--- src/rtl/nco_pkg.sv ---
package nco_pkg;
  localparam int unsigned NCO_DEF_PHASE_W = 32;
  localparam int unsigned NCO_DEF_ADDR_W  = 10;
  localparam int unsigned NCO_MIN_PHASE_W = 24;
endpackage

--- src/rtl/nco_step_reg.sv ---
module nco_step_reg #(
  parameter int unsigned PHASE_W = 32
) (
  input  logic               clk,
  input  logic               rst,
  input  logic               we,
  input  logic [PHASE_W-1:0] wdata,
  output logic [PHASE_W-1:0] step_q
);
  always_ff @(posedge clk) begin
    if (rst)     step_q <= '0;
    else if (we) step_q <= wdata;
  end

  AST_STEP_CLEAR: assert property (@(posedge clk) rst |=> step_q == '0);
  AST_STEP_HOLD: assert property (@(posedge clk) disable iff (rst)
    !we |=> $stable(step_q));
endmodule

--- src/rtl/nco_phase_acc.sv ---
module nco_phase_acc #(
  parameter int unsigned PHASE_W = 32
) (
  input  logic               clk,
  input  logic               rst,
  input  logic               stb,
  input  logic [PHASE_W-1:0] step,
  output logic [PHASE_W-1:0] phase_q
);
  logic [PHASE_W-1:0] phase_nxt;

  always_comb begin
    phase_nxt = phase_q;
    if (stb) phase_nxt = phase_q + step;
  end

  always_ff @(posedge clk) begin
    if (rst) phase_q <= '0;
    else     phase_q <= phase_nxt;
  end

  AST_PHASE_CLEAR: assert property (@(posedge clk) rst |=> phase_q == '0);
  AST_PHASE_IDLE: assert property (@(posedge clk) disable iff (rst)
    !stb |=> $stable(phase_q));
  AST_PHASE_WRAP: assert property (@(posedge clk) disable iff (rst)
    (stb && step == '1) |=> phase_q == $past(phase_q) - 1'b1);
endmodule

--- src/rtl/nco_tap.sv ---
module nco_tap #(
  parameter int unsigned PHASE_W = 32,
  parameter int unsigned ADDR_W  = 10,
  parameter bit          OUT_REG = 1'b1
) (
  input  logic               clk,
  input  logic               rst,
  input  logic [PHASE_W-1:0] phase_i,
  output logic               tone_o,
  output logic [ADDR_W-1:0]  addr_o
);
  localparam int unsigned LSB = PHASE_W - ADDR_W;

  generate
    if (OUT_REG) begin : g_reg
      always_ff @(posedge clk) begin
        if (rst) begin
          tone_o <= 1'b0;
          addr_o <= '0;
        end else begin
          tone_o <= phase_i[PHASE_W-1];
          addr_o <= phase_i[PHASE_W-1:LSB];
        end
      end

      AST_TONE_MSB: assert property (@(posedge clk) disable iff (rst)
        1'b1 |=> tone_o == $past(phase_i[PHASE_W-1]));
      AST_ADDR_TOP: assert property (@(posedge clk) disable iff (rst)
        1'b1 |=> addr_o[ADDR_W-1] == tone_o);
    end else begin : g_comb
      assign tone_o = phase_i[PHASE_W-1];
      assign addr_o = phase_i[PHASE_W-1:LSB];
    end
  endgenerate
endmodule

--- src/rtl/nco_tone.sv ---
module nco_tone
  import nco_pkg::*;
#(
  parameter int unsigned PHASE_W = NCO_DEF_PHASE_W,
  parameter int unsigned ADDR_W  = NCO_DEF_ADDR_W,
  parameter bit          OUT_REG = 1'b1
) (
  input  logic               clk,
  input  logic               rst,
  input  logic               smp_stb,
  input  logic               inc_we,
  input  logic [PHASE_W-1:0] inc_wdata,
  output logic               tone_o,
  output logic [ADDR_W-1:0]  tab_addr_o
);
  logic [PHASE_W-1:0] step_q;
  logic [PHASE_W-1:0] phase_q;

  initial begin
    AST_PARAM_RANGE: assert (PHASE_W >= NCO_MIN_PHASE_W && ADDR_W >= 1
                             && ADDR_W <= PHASE_W);
  end

  nco_step_reg #(.PHASE_W(PHASE_W)) u_step (
    .clk(clk), .rst(rst), .we(inc_we), .wdata(inc_wdata), .step_q(step_q)
  );

  nco_phase_acc #(.PHASE_W(PHASE_W)) u_acc (
    .clk(clk), .rst(rst), .stb(smp_stb), .step(step_q), .phase_q(phase_q)
  );

  nco_tap #(.PHASE_W(PHASE_W), .ADDR_W(ADDR_W), .OUT_REG(OUT_REG)) u_tap (
    .clk(clk), .rst(rst), .phase_i(phase_q), .tone_o(tone_o), .addr_o(tab_addr_o)
  );

  AST_WRITE_KEEPS_PHASE: assert property (@(posedge clk) disable iff (rst)
    (inc_we && !smp_stb) |=> $stable(phase_q));
endmodule

--- config.mk ---
export PLATFORM = sky130hd
export DESIGN_NAME = nco_tone
export DESIGN_NICKNAME = d
export VERILOG_FILES = /design/src/rtl/nco_pkg.sv /design/src/rtl/nco_step_reg.sv /design/src/rtl/nco_phase_acc.sv /design/src/rtl/nco_tap.sv /design/src/rtl/nco_tone.sv
export SDC_FILE = /design/constraint.sdc
export NUM_CORES = 1
export LEC_CHECK = 0
export BUFFER_PORTS_ARGS = -buffer_cell sky130_fd_sc_hd__buf_2
export CAP_MARGIN = 10
export CELL_PAD_IN_SITES_DETAIL_PLACEMENT = 1
export CELL_PAD_IN_SITES_GLOBAL_PLACEMENT = 2
export CORE_MARGIN = 5
export CORE_UTILIZATION = 30
export DETAILED_ROUTE_END_ITERATION = 16
export HOLD_SLACK_MARGIN = 0.15
export PLACE_DENSITY_LB_ADDON = 0.1
export SYNTH_ARGS = -nofsm -noshare
export SYNTH_HDL_FRONTEND = slang
export SYNTH_HIERARCHICAL = 1
export SYNTH_SLANG_ARGS = --single-unit
--- constraint.sdc ---
create_clock -name clk -period 3.7 [get_ports clk]
set_input_delay 0.185 -clock clk [delete_from_list [all_inputs] [get_ports clk]]
set_output_delay 0.185 -clock clk [all_outputs]
set_load 0.05 [all_outputs]
==> results.toml <==
[outcome]
outcome = "finished, final reports clean"

[clock_network]
cts_max_path_buffers = 2
cts_tree = "yes"
cts_root_buf = "clkbuf_16"
clock_latency_ns = 0.34
cts_buffers = 9
ctsResizeCount = 0
cts_max_level = 3
clkSlewWorstSetupHoldPaths_ns = 0.06
post-cts-setup-buffers = 0
clock-sinks = 74

[power_and_ir_drop]
power.switching_uw = 583.6
p_int_uw = 1666
power.share.clock_pct = 44.4
power_leakage_uw = 0.002353
comb_power_share_pct = 16.7
irDropWorstVdd_uv = 183.7
p_per_area_mw_per_mm2 = 420.0
p_seq_share_pct = 38.9
switching_share_pct = 25.94

[sta]
setup_viol = 0
drv_slew = 0
min_period_over_period_pct = 72.10
tightestPinTransition_ns = 1.035
hold_viol = 0
skew_ns = 0.008512
setup_tns_ns = 0
fmax_ghz = 0.3749
slew_headroom_pct = 31.02
rsz0062_at_grt = "false"
setup_slack_ns = 1.032
fin_crit_ns = 2.668

[synthesis]
synthFlopType = "dfxtp_1"
async_flop_share_pct = 0
syn_avg_cell_area_um2 = 8.919
synth.largest_area_cell = "dfxtp_1"
synthCells = 498
ys_types = 69
syn-num-nets = 566
synth_xor_area_share_pct = 4.141
synth-compound-area-share_pct = 18.31
yosys.area_share.simple_pct = 16.82
post-synth-top-count-cell = "dfxtp_1"
yosysSeqAreaShare_pct = 33.35
synth_area_mm2 = 0.004442
ys_warn_count = 6
synth_top_family_by_area = "compound AO/OA/AOI/OAI gates"
synth_area_leaders = "dfxtp_1 33%, mux2i_1 12%, ha_1 8.7%"
synth_top_area_share_pct = 33.35
synth.area.mux_share_pct = 11.72
ys_ff_latch = 74
ys_top_cells_by_count = "74 x dfxtp_1, 70 x nor2_1, 52 x mux2i_1"
synthAdderAreaFrac_pct = 9.183
synth_edf_count = 0

[drt]
drtIter0Drc = 117
ant_nets = 0
avgRoutedWirePerCell_um = 15.85
drc = 0
dr_total_vias = 3741
drt_wl_total_mm = 11.90
vias_per_cell = 4.981
firstDrtPassIters = 4

[floorplan]
die_w_um = 131.7
fp.coreArea_mm2 = 0.01453
start_util_pct = 30.56
io-pin-count = 47
dieArea_mm2 = 0.01734
die_h_um = 131.7
rows = 44

[setup_path]
required_ns = 3.92
critical_path_class = "register to register"
start_kind = "register"
cp.arrival_ns = 2.89
r2r_slack_ns = 1.03
crit_path_end_kind = "register"
cp_slowest_cell = "a32oi_4"
slowest_delay_ns = 0.36
path_cells = "ha_1, a21oi_1, o211ai_4, a32oi_4, o211ai_2, a41o_1, o2111ai_2, a2111oi_2, a311o_1"
cp_max_fo = 6

[placed_design]
gp_congestion = 0.8123
portBuffers = 46
place_hpwl_mm = 8.631
pre_cts_ws_ns = 1.016
post-place-cells = 703
place_area_mm2 = 0.004701

[global_route]
grt.overflow.total = 0
antenna_found_initial = 0
track_usage_pct = 14.14
grt_pass1_wl_mm = 20.20
grt_max_degree = 40
first_global_vias = 3907

[hold_path]
hold_path_class = "primary input to register"

[run]
max_cap_viol_count = 0

[finish]
antennaDiodeCount = 0
final_nets = 630
final_layout_size_suffix_gt1_share_pct = 13.93
final_area_mm2 = 0.005356
nFillCells = 1720
area_growth_pct = 20.59
fin_cells = 751
[layout make-up]
type	instances	area, um2	area share, %
Tap cell	184	230.2	4.298
Clock inverter	5	102.6	1.915
Inverter	17	63.81	1.191
Timing Repair Buffer	81	573.1	10.70
Multi-Input combinational cell	379	2673	49.89
Clock buffer	11	232.7	4.345
Sequential cell	74	1481	27.66
[critical path, delay by kind of cell (launching register included)]
kind / cells / cell delay (ns)
adders and majority gates: 1 / 0.30
AOI/OAI and AO/OA: 8 / 1.89
DFF: 1 / 0.34
[logic make-up after synthesis]
group	Yosys count
adders and majority gates	32
and+or+nand+nor	159
muxes	52
buffers and inverters	45
DFF	74
xor gates and xnor gates	21
AOI/OAI and AO/OA	115
[stage by stage]
step | power, uW | hold slack [ns] | util [%]
2_1_floorplan | 1166 | 0.2566 | -
3_3_place_gp | 1240 | 0.4192 | 32.34
3_5_place_dp | 1249 | 0.4301 | 32.34
4_1_cts | 2297 | 0.2020 | 36.85
5_1_grt | 2370 | 0.2271 | 36.85
6_report | 2250 | 0.2117 | 36.85
[layout by cell type, fill, tap and decap left out, types with 4 or more instances in the layout]
cell           count
a21oi_1           38
nand2_1           30
dlygate4sd3_1     32
inv_1             16
ha_1              31
nand2b_1           7
dfxtp_1           74
xor2_1             6
nand3_1           10
a21o_1             7
nor2_1            70
o22ai_1            4
xnor2_1           15
or3_1              4
nor3_1             4
mux2i_1           52
nand4_1            7
o21bai_1           9
o21ai_0           13
o211ai_1           8
buf_2             46
nor2b_1           11
clkbuf_16          9
[power by group through the flow]
stage / logic, uW / clock network [uW] / registers, uW
global route: 422 / 1070 / 883
global placement: 348 / 0 / 892
floorplan: 267 / 0 / 899
detailed placement: 354 / 0 / 894
CTS: 382 / 1040 / 877
finish: 375 / 999 / 876
[what timing repair did]
item                                    4_1_cts  5_1_grt
endpoints found under the setup margin        0        0
hold endpoints to repair                     32        0
hold buffers                                 32        0
[flip-flops by register name (all words and copies together), names as in the netlist]
register       count
u_tap/addr_o       9
u_step/step_q     32
u_tap/tone_o       1
u_acc/phase_q     32
[path summary, 6_finish.rpt]
kind	start	endpoint	depth (start not counted)
setup reg to reg	u_acc/phase_q[1]	u_acc/phase_q[29]	9
hold reg to reg	u_acc/phase_q[31]	u_tap/tone_o	1
hold / removal	rst	u_acc/phase_q[27]	2
setup / recovery	u_acc/phase_q[1]	u_acc/phase_q[29]	9
[layer usage]
metal | part of all wire [%] | routed length (um) | track usage (%)
met1 | 48 | 5691 | 18.34
met2 | 47 | 5654 | 23.17
met3 | 3.1 | 364 | 2.676
met4 | 1.6 | 194 | 5.600
met5 | 0 | 0 | 0
(Power assumes the default switching activity.)
